File: src/rtl/acc_dec_pkg.sv
package acc_dec_pkg;
  localparam int BYTE_W    = 8;
  localparam int NIB_W     = 4;
  localparam int IDX_W     = 3;
  localparam int NUM_CLS   = 25;
  localparam int CLS_IDX_W = $clog2(NUM_CLS);
  localparam logic [NIB_W-1:0] LONG_NIB = '1;

  typedef enum logic [CLS_IDX_W-1:0] {
    CL_TRAP      = 5'd0,  CL_NOP       = 5'd1,  CL_PRINT    = 5'd2,
    CL_CALL_AABS = 5'd3,  CL_CALL_AREL = 5'd4,  CL_ALU1     = 5'd5,
    CL_SPEC_GET  = 5'd6,  CL_SPEC_PUT  = 5'd7,  CL_REG_GET  = 5'd8,
    CL_REG_SET   = 5'd9,  CL_SWAP      = 5'd10, CL_LESS     = 5'd11,
    CL_ALU_REG   = 5'd12, CL_LOAD      = 5'd13, CL_STORE    = 5'd14,
    CL_LOGIC_IMM = 5'd15, CL_ADD_IMM   = 5'd16, CL_BIT_IMM  = 5'd17,
    CL_BRZ       = 5'd18, CL_JMP_REL   = 5'd19, CL_CALL_IABS = 5'd20,
    CL_CALL_IREL = 5'd21, CL_LOAD_IMM  = 5'd22, CL_EXTEND   = 5'd23,
    CL_RSVD      = 5'd24
  } op_cls_e;

  typedef struct packed {
    op_cls_e           cls;
    logic [IDX_W-1:0]  reg_idx;
    logic [IDX_W-1:0]  sub;
    logic              inc;
    logic              seg2;
    logic [BYTE_W-1:0] imm;
    logic              two;
  } dec_fields_t;

  function automatic logic is_long(input logic [BYTE_W-1:0] b);
    return b[BYTE_W-1 -: NIB_W] == LONG_NIB;
  endfunction

  // Decode of a complete one-byte instruction.
  function automatic dec_fields_t decode_short(input logic [BYTE_W-1:0] b);
    dec_fields_t f;
    f = '0;
    f.cls = CL_RSVD;
    casez (b)
      8'b0000_0000: f.cls = CL_TRAP;
      8'b0000_0001: f.cls = CL_NOP;
      8'b0000_0010: f.cls = CL_PRINT;
      8'b0000_0110: f.cls = CL_CALL_AABS;
      8'b0000_0111: f.cls = CL_CALL_AREL;
      8'b0000_1???: begin f.cls = CL_ALU1; f.sub = b[2:0]; end
      8'b0001_????: begin
        if (b[2:0] <= 3'd2) begin
          f.cls = b[3] ? CL_SPEC_PUT : CL_SPEC_GET;
          f.sub = b[2:0];
        end
      end
      8'b0010_0???: begin f.cls = CL_REG_GET; f.reg_idx = b[2:0]; end
      8'b0010_1???: begin f.cls = CL_REG_SET; f.reg_idx = b[2:0]; end
      8'b0011_0???: begin f.cls = CL_SWAP;    f.reg_idx = b[2:0]; end
      8'b0011_1???: begin f.cls = CL_LESS;    f.reg_idx = b[2:0]; end
      8'b01??_????: begin
        f.cls = CL_ALU_REG; f.sub = b[5:3]; f.reg_idx = b[2:0];
      end
      8'b10??_????: begin
        f.cls     = b[3] ? CL_STORE : CL_LOAD;
        f.inc     = b[4];
        f.seg2    = b[5];
        f.reg_idx = b[2:0];
      end
      default: f.cls = CL_RSVD;
    endcase
    return f;
  endfunction

  // Decode of the immediate group: op is the low nibble of byte 0.
  function automatic dec_fields_t decode_long(input logic [NIB_W-1:0] op,
                                              input logic [BYTE_W-1:0] m);
    dec_fields_t f;
    f = '0;
    f.two = 1'b1;
    f.imm = m;
    f.cls = CL_RSVD;
    case (op)
      4'h0, 4'h1, 4'h2: begin f.cls = CL_LOGIC_IMM; f.sub = {1'b0, op[1:0]}; end
      4'h3: begin
        if (m[7] && !m[6]) begin
          f.cls = CL_BIT_IMM; f.sub = m[5:3]; f.reg_idx = m[2:0];
        end else begin
          f.cls = CL_ADD_IMM; f.sub = {2'b00, m[7]};
        end
      end
      4'h4: f.cls = CL_BRZ;
      4'h5: f.cls = CL_JMP_REL;
      4'h6: f.cls = CL_CALL_IABS;
      4'h7: f.cls = CL_CALL_IREL;
      4'hE: f.cls = CL_LOAD_IMM;
      4'hF: f.cls = CL_EXTEND;
      default: f.cls = CL_RSVD;
    endcase
    return f;
  endfunction
endpackage

File: src/rtl/acc_dec_fetch.sv
module acc_dec_fetch
  import acc_dec_pkg::*;
(
  input  logic              clk,
  input  logic              rst_n,
  input  logic              in_valid,
  input  logic [BYTE_W-1:0] in_byte,
  input  logic              slot_free,
  output logic              in_ready,
  output logic              waiting,
  output logic [BYTE_W-1:0] first_b,
  output logic [BYTE_W-1:0] second_b,
  output logic              use_long,
  output logic              ev_take_first,
  output logic              ev_take_long,
  output logic              ev_take_imm,
  output logic              ev_emit
);
  logic              accept;
  logic [BYTE_W-1:0] held_q;

  assign in_ready      = slot_free;
  assign accept        = in_valid && in_ready;
  assign ev_take_first = accept && !waiting;
  assign ev_take_long  = ev_take_first && is_long(in_byte);
  assign ev_take_imm   = accept && waiting;
  assign ev_emit       = (ev_take_first && !is_long(in_byte)) || ev_take_imm;

  assign use_long = waiting;
  assign first_b  = waiting ? held_q : in_byte;
  assign second_b = waiting ? in_byte : '0;

  always_ff @(posedge clk or negedge rst_n) begin
    if (!rst_n) begin
      waiting <= 1'b0;
      held_q  <= '0;
    end else begin
      if (ev_take_long) begin
        waiting <= 1'b1;
        held_q  <= in_byte;
      end else if (ev_take_imm) begin
        waiting <= 1'b0;
      end
    end
  end
endmodule

File: src/rtl/acc_dec_select.sv
module acc_dec_select
  import acc_dec_pkg::*;
(
  input  logic               [BYTE_W-1:0] first_b,
  input  logic               [BYTE_W-1:0] second_b,
  input  logic                            use_long,
  output dec_fields_t                     fields,
  output logic              [NUM_CLS-1:0] cls_onehot,
  output logic                            illegal,
  output logic                            trap
);
  dec_fields_t f_short;
  dec_fields_t f_long;

  always_comb begin
    f_short = decode_short(first_b);
    f_long  = decode_long(first_b[NIB_W-1:0], second_b);
    fields  = use_long ? f_long : f_short;
  end

  for (genvar k = 0; k < NUM_CLS; k++) begin : g_cls
    assign cls_onehot[k] = (fields.cls == CLS_IDX_W'(k));
  end

  assign illegal = (fields.cls == CL_RSVD);
  assign trap    = (fields.cls == CL_TRAP);
endmodule

File: src/rtl/acc_dec_outreg.sv
module acc_dec_outreg
  import acc_dec_pkg::*;
(
  input  logic                    clk,
  input  logic                    rst_n,
  input  logic                    load,
  input  logic                    dec_ready,
  input  dec_fields_t             d_fields,
  input  logic      [NUM_CLS-1:0] d_onehot,
  input  logic                    d_illegal,
  input  logic                    d_trap,
  output logic                    valid,
  output logic                    slot_free,
  output dec_fields_t             q_fields,
  output logic      [NUM_CLS-1:0] q_onehot,
  output logic                    q_illegal,
  output logic                    q_trap
);
  assign slot_free = !valid || dec_ready;

  always_ff @(posedge clk or negedge rst_n) begin
    if (!rst_n) begin
      valid     <= 1'b0;
      q_fields  <= '0;
      q_onehot  <= '0;
      q_illegal <= 1'b0;
      q_trap    <= 1'b0;
    end else begin
      if (load) begin
        valid     <= 1'b1;
        q_fields  <= d_fields;
        q_onehot  <= d_onehot;
        q_illegal <= d_illegal;
        q_trap    <= d_trap;
      end else if (dec_ready) begin
        valid <= 1'b0;
      end
    end
  end
endmodule

File: src/rtl/acc_insn_decoder.sv
module acc_insn_decoder
  import acc_dec_pkg::*;
(
  input  logic               clk,
  input  logic               rst_n,
  input  logic               in_valid,
  output logic               in_ready,
  input  logic [BYTE_W-1:0]  in_byte,
  output logic               dec_valid,
  input  logic               dec_ready,
  output logic [NUM_CLS-1:0] dec_class,
  output logic [IDX_W-1:0]   dec_reg,
  output logic [IDX_W-1:0]   dec_sub,
  output logic               dec_inc,
  output logic               dec_seg2,
  output logic [BYTE_W-1:0]  dec_imm,
  output logic               dec_two,
  output logic               dec_illegal,
  output logic               dec_trap
);
  logic              slot_free;
  logic              waiting;
  logic [BYTE_W-1:0] first_b;
  logic [BYTE_W-1:0] second_b;
  logic              use_long;
  logic              ev_take_first;
  logic              ev_take_long;
  logic              ev_take_imm;
  logic              ev_emit;

  dec_fields_t        d_fields;
  dec_fields_t        q_fields;
  logic [NUM_CLS-1:0] d_onehot;
  logic               d_illegal;
  logic               d_trap;

  acc_dec_fetch u_fetch (
    .clk           (clk),
    .rst_n         (rst_n),
    .in_valid      (in_valid),
    .in_byte       (in_byte),
    .slot_free     (slot_free),
    .in_ready      (in_ready),
    .waiting       (waiting),
    .first_b       (first_b),
    .second_b      (second_b),
    .use_long      (use_long),
    .ev_take_first (ev_take_first),
    .ev_take_long  (ev_take_long),
    .ev_take_imm   (ev_take_imm),
    .ev_emit       (ev_emit)
  );

  acc_dec_select u_select (
    .first_b    (first_b),
    .second_b   (second_b),
    .use_long   (use_long),
    .fields     (d_fields),
    .cls_onehot (d_onehot),
    .illegal    (d_illegal),
    .trap       (d_trap)
  );

  acc_dec_outreg u_outreg (
    .clk       (clk),
    .rst_n     (rst_n),
    .load      (ev_emit),
    .dec_ready (dec_ready),
    .d_fields  (d_fields),
    .d_onehot  (d_onehot),
    .d_illegal (d_illegal),
    .d_trap    (d_trap),
    .valid     (dec_valid),
    .slot_free (slot_free),
    .q_fields  (q_fields),
    .q_onehot  (dec_class),
    .q_illegal (dec_illegal),
    .q_trap    (dec_trap)
  );

  assign dec_reg  = q_fields.reg_idx;
  assign dec_sub  = q_fields.sub;
  assign dec_inc  = q_fields.inc;
  assign dec_seg2 = q_fields.seg2;
  assign dec_imm  = q_fields.imm;
  assign dec_two  = q_fields.two;
endmodule

File: config.mk
export PLATFORM = sky130hd
export DESIGN_NAME = acc_insn_decoder
export DESIGN_NICKNAME = d
export VERILOG_FILES = /design/src/rtl/acc_dec_pkg.sv /design/src/rtl/acc_dec_fetch.sv /design/src/rtl/acc_dec_select.sv /design/src/rtl/acc_dec_outreg.sv /design/src/rtl/acc_insn_decoder.sv
export SDC_FILE = /design/constraint.sdc
export NUM_CORES = 1
export LEC_CHECK = 0
export BUFFER_PORTS_ARGS = -buffer_cell sky130_fd_sc_hd__buf_2
export CORE_MARGIN = 2
export CORE_UTILIZATION = 57
export CTS_BUF_LIST = sky130_fd_sc_hd__clkbuf_8
export DETAILED_ROUTE_END_ITERATION = 12
export PLACE_DENSITY = 0.82
export SLEW_MARGIN = 20
export SYNTH_ARGS = -nofsm -noshare
export SYNTH_HDL_FRONTEND = slang
export SYNTH_SLANG_ARGS = --single-unit
File: constraint.sdc
create_clock -name clk -period 3.3 [get_ports clk]
set_input_delay 0.165 -clock clk [delete_from_list [all_inputs] [get_ports clk]]
set_output_delay 0.165 -clock clk [all_outputs]
set_load 0.02 [all_outputs]
==> results.toml <==
[floorplan]
std_cell_rows = 26
core-area_um2 = 5107
start_util_pct = 59.41
dieArea_um2 = 5923
io_pins = 58
die_w_um = 76.96
die_h_um = 76.96

[worst_setup_path]
reg2reg_depth = 9
crit_arrival_ps = 2780
cp.required_ps = 3550
worstSetupPathType = "reg -> reg"
start_kind = "flop"
r2r-start = "u_fetch.use_long$_DFFE_PN0P_"
worstSetupEndpointType = "flop"
reg2reg_setup_slack_ps = 770
critPathMaxFanout = 12
reg2reg_to = "u_outreg.q_onehot[13]$_DFFE_PN0P_"

[detailed_routing]
wl_per_cell_um = 17.49
route.vias.total = 2391
first_pass_iters = 4
initialDrtViolationCount = 163
drc = 0
avgViaCountPerCell = 6.023
wl_mm = 6.943
final_antenna_net_count = 0

[sta]
fin_worst_skew_ps = 5.693
setup_viol = 0
fin_crit_ps = 2529
whs_ps = 165.7
tightest_slew_ps = 649.8
fmax_mhz = 395.5
period_share_pct = 76.62
setup_tns_ps = 0
relSlewSlack_pct = 56.63
slew_violations = 0
rsz0062_at_grt = "false"
hold_viol = 0

[hold_path]
min_from = "in_byte[7]"
hp-class = "in -> reg"
whs_path_depth = 2
hold_path_end = "u_outreg.q_fields[8]$_DFFE_PN0P_"

[place]
dpl.hpwl_mm = 5.112
io_buffers = 57
place_congestion = 0.9395

[cts]
max-clock-path-buffers = 2
postCtsSetupRepairBufs = 0
path_clk_slew_ps = 90
cts_root_buffer = "clkbuf_8"
tritoncts = "done"
numCtsBuffers = 5
worstSkewPairLatency_ps = 310
htreeDepth = 2
cts.sinks = 52

[yosys]
synth_edf_count = 0
synth.most_common_cell = "dfrtp_1"
synth_top_family_by_area = "compound AO/OA/AOI/OAI gates"
syn_inst = 280
synthArstFlopShare_pct = 100.0
syn_avg_cell_area_um2 = 10.84
synthMuxAreaShare_pct = 4.000
syn_area_um2 = 3034
netlist-cell-type-count = 62
synthAdderAreaFrac_pct = 1.237
ys_seq_area_share_pct = 42.89
synth_xor_xnor_area_share_pct = 0
yosys.area.top_type = "dfrtp_1"
synthFlopType = "dfrtp_1"
synth_compound_gate_area_share_pct = 25.90
yosys-top-cells-area = "dfrtp_1 (43%), a22o_1 (4.3%), a32o_1 (4.3%)"
yosysWarnings = 0
synth_commonest_cells = "dfrtp_1 (52), nand2_1 (34), o21ai_0 (16)"
synth_nets = 295
synth_top_area_share_pct = 42.89
yosys_register_bits = 52
synthSimpleGateAreaFrac_pct = 20.00

[pwr]
pwr-share-clk_pct = 24.8
p_leak_nw = 1.577
p_int_mw = 1.016
power_frac_seq_pct = 48.9
vdd_drop_max_uv = 215.5
switchingPower_mw = 0.5383
power_density_nw_per_um2 = 457.3
netSwitchingFraction_pct = 34.64
power_frac_comb_pct = 26.3

[cells_and_area]
area_growth_pct = 12.00
num-nets-final = 341
drive_above_1_share_pct = 36.70
antenna_cells = 0

[grt]
grtUsageMet1_pct = 36.34
grt_max_degree = 37
top_usage_layer = "met2"
use_met3_pct = 3.765
grt_pass1_wl_mm = 11.90
track_usage_pct = 25.11
antenna_found_initial = 0
first_global_vias = 2348
met2_usage_pct = 39.56
grt-ovfl-total = 0

[outcome]
status = "finished, final reports clean"

[job]
max-cap-violations = 0
==> per-stage QoR <==
stage                     utilization [%]  worst slack (ps)  area (um2)  std cells  power (mW)
after global routing                66.54             566.0        3398        397       1.632
after floorplan                         -             293.7        3034        280       1.074
after global placement              64.45             887.3        3292        388       1.169
after detailed placement            64.45             817.6        3292        388       1.178
final                               66.54             771.4        3398        397       1.554
after CTS                           66.54             798.5        3398        397       1.556
==> registers in the layout, indices dropped and copies added (netlist names) <==
signal              cells
u_outreg.q_illegal      1
u_outreg.valid          1
u_outreg.q_onehot      24
u_outreg.q_fields      17
u_fetch.held_q          8
u_fetch.use_long        1
==> placed cells by master (no fill, tap or decap), types with 6 or more instances in the layout <==
cell type / instances
a22o_1: 15
a32o_1: 13
buf_2: 57
clkbuf_8: 6
dfrtp_1: 52
inv_1: 6
nand2_1: 34
nand2b_1: 9
nor2_1: 13
o21ai_0: 16
o31ai_1: 7
==> area by class of cell <==
cell class / instances / area (um2)
fill: 422 / 1709
multi-input combinational: 198 / 1556
sequential: 52 / 1301
timing repair buffer: 62 / 325.3
tap: 70 / 87.58
clock buffer: 6 / 82.58
inverter: 7 / 31.28
clock inverter: 2 / 13.76
==> power groups by stage <==
stage	registers, mW	logic, mW	clock network, mW
after floorplan	0.793	0.281	0
after global placement	0.769	0.401	0
after detailed placement	0.771	0.408	0
after CTS	0.759	0.410	0.388
after global routing	0.771	0.445	0.416
final	0.760	0.409	0.385
==> how the worst max path moves through the flow <==
stage	startpoint	end	cells past startpoint
final	u_fetch.use_long$_DFFE_PN0P_	u_outreg.q_onehot[13]$_DFFE_PN0P_	9
after global routing	u_fetch.use_long$_DFFE_PN0P_	u_outreg.q_onehot[13]$_DFFE_PN0P_	9
after CTS	u_fetch.use_long$_DFFE_PN0P_	u_outreg.q_onehot[13]$_DFFE_PN0P_	9
after detailed placement	u_fetch.use_long$_DFFE_PN0P_	u_outreg.q_onehot[23]$_DFFE_PN0P_	9
after global placement	u_fetch.use_long$_DFFE_PN0P_	u_outreg.q_onehot[23]$_DFFE_PN0P_	8
after floorplan	u_fetch.use_long$_DFFE_PN0P_	u_outreg.q_onehot[13]$_DFFE_PN0P_	13
==> layer usage <==
metal / part of all wire (%) / routed length [um]
met3: 5.2 / 364
met4: 1.4 / 99
met1: 47 / 3237
met5: 0 / 0
met2: 47 / 3242
==> timing repair <==
item,CTS,global route
setup endpoints to repair,0,0
hold buffers,1,0
endpoints found under the hold margin,21,0
gates resized for setup,0,0
==> critical path, stage by stage (launching register included) <==
cell and delay, ps:
dfrtp_1 420, mux2i_1 310, ha_1 280, inv_1 110, a211oi_1 260, o2bb2ai_1 170, o21ai_4 140, nor3_4 80
nor3_4 440, a32o_1 250
==> kinds of logic after synthesis <==
group,after synthesis
and+or+nand+nor,97
buffers and inverters,30
AOI/OAI and AO/OA,88
adders and majority gates,3
DFF,52
muxes,10
Note: power is estimated with default switching activity, not from simulation.
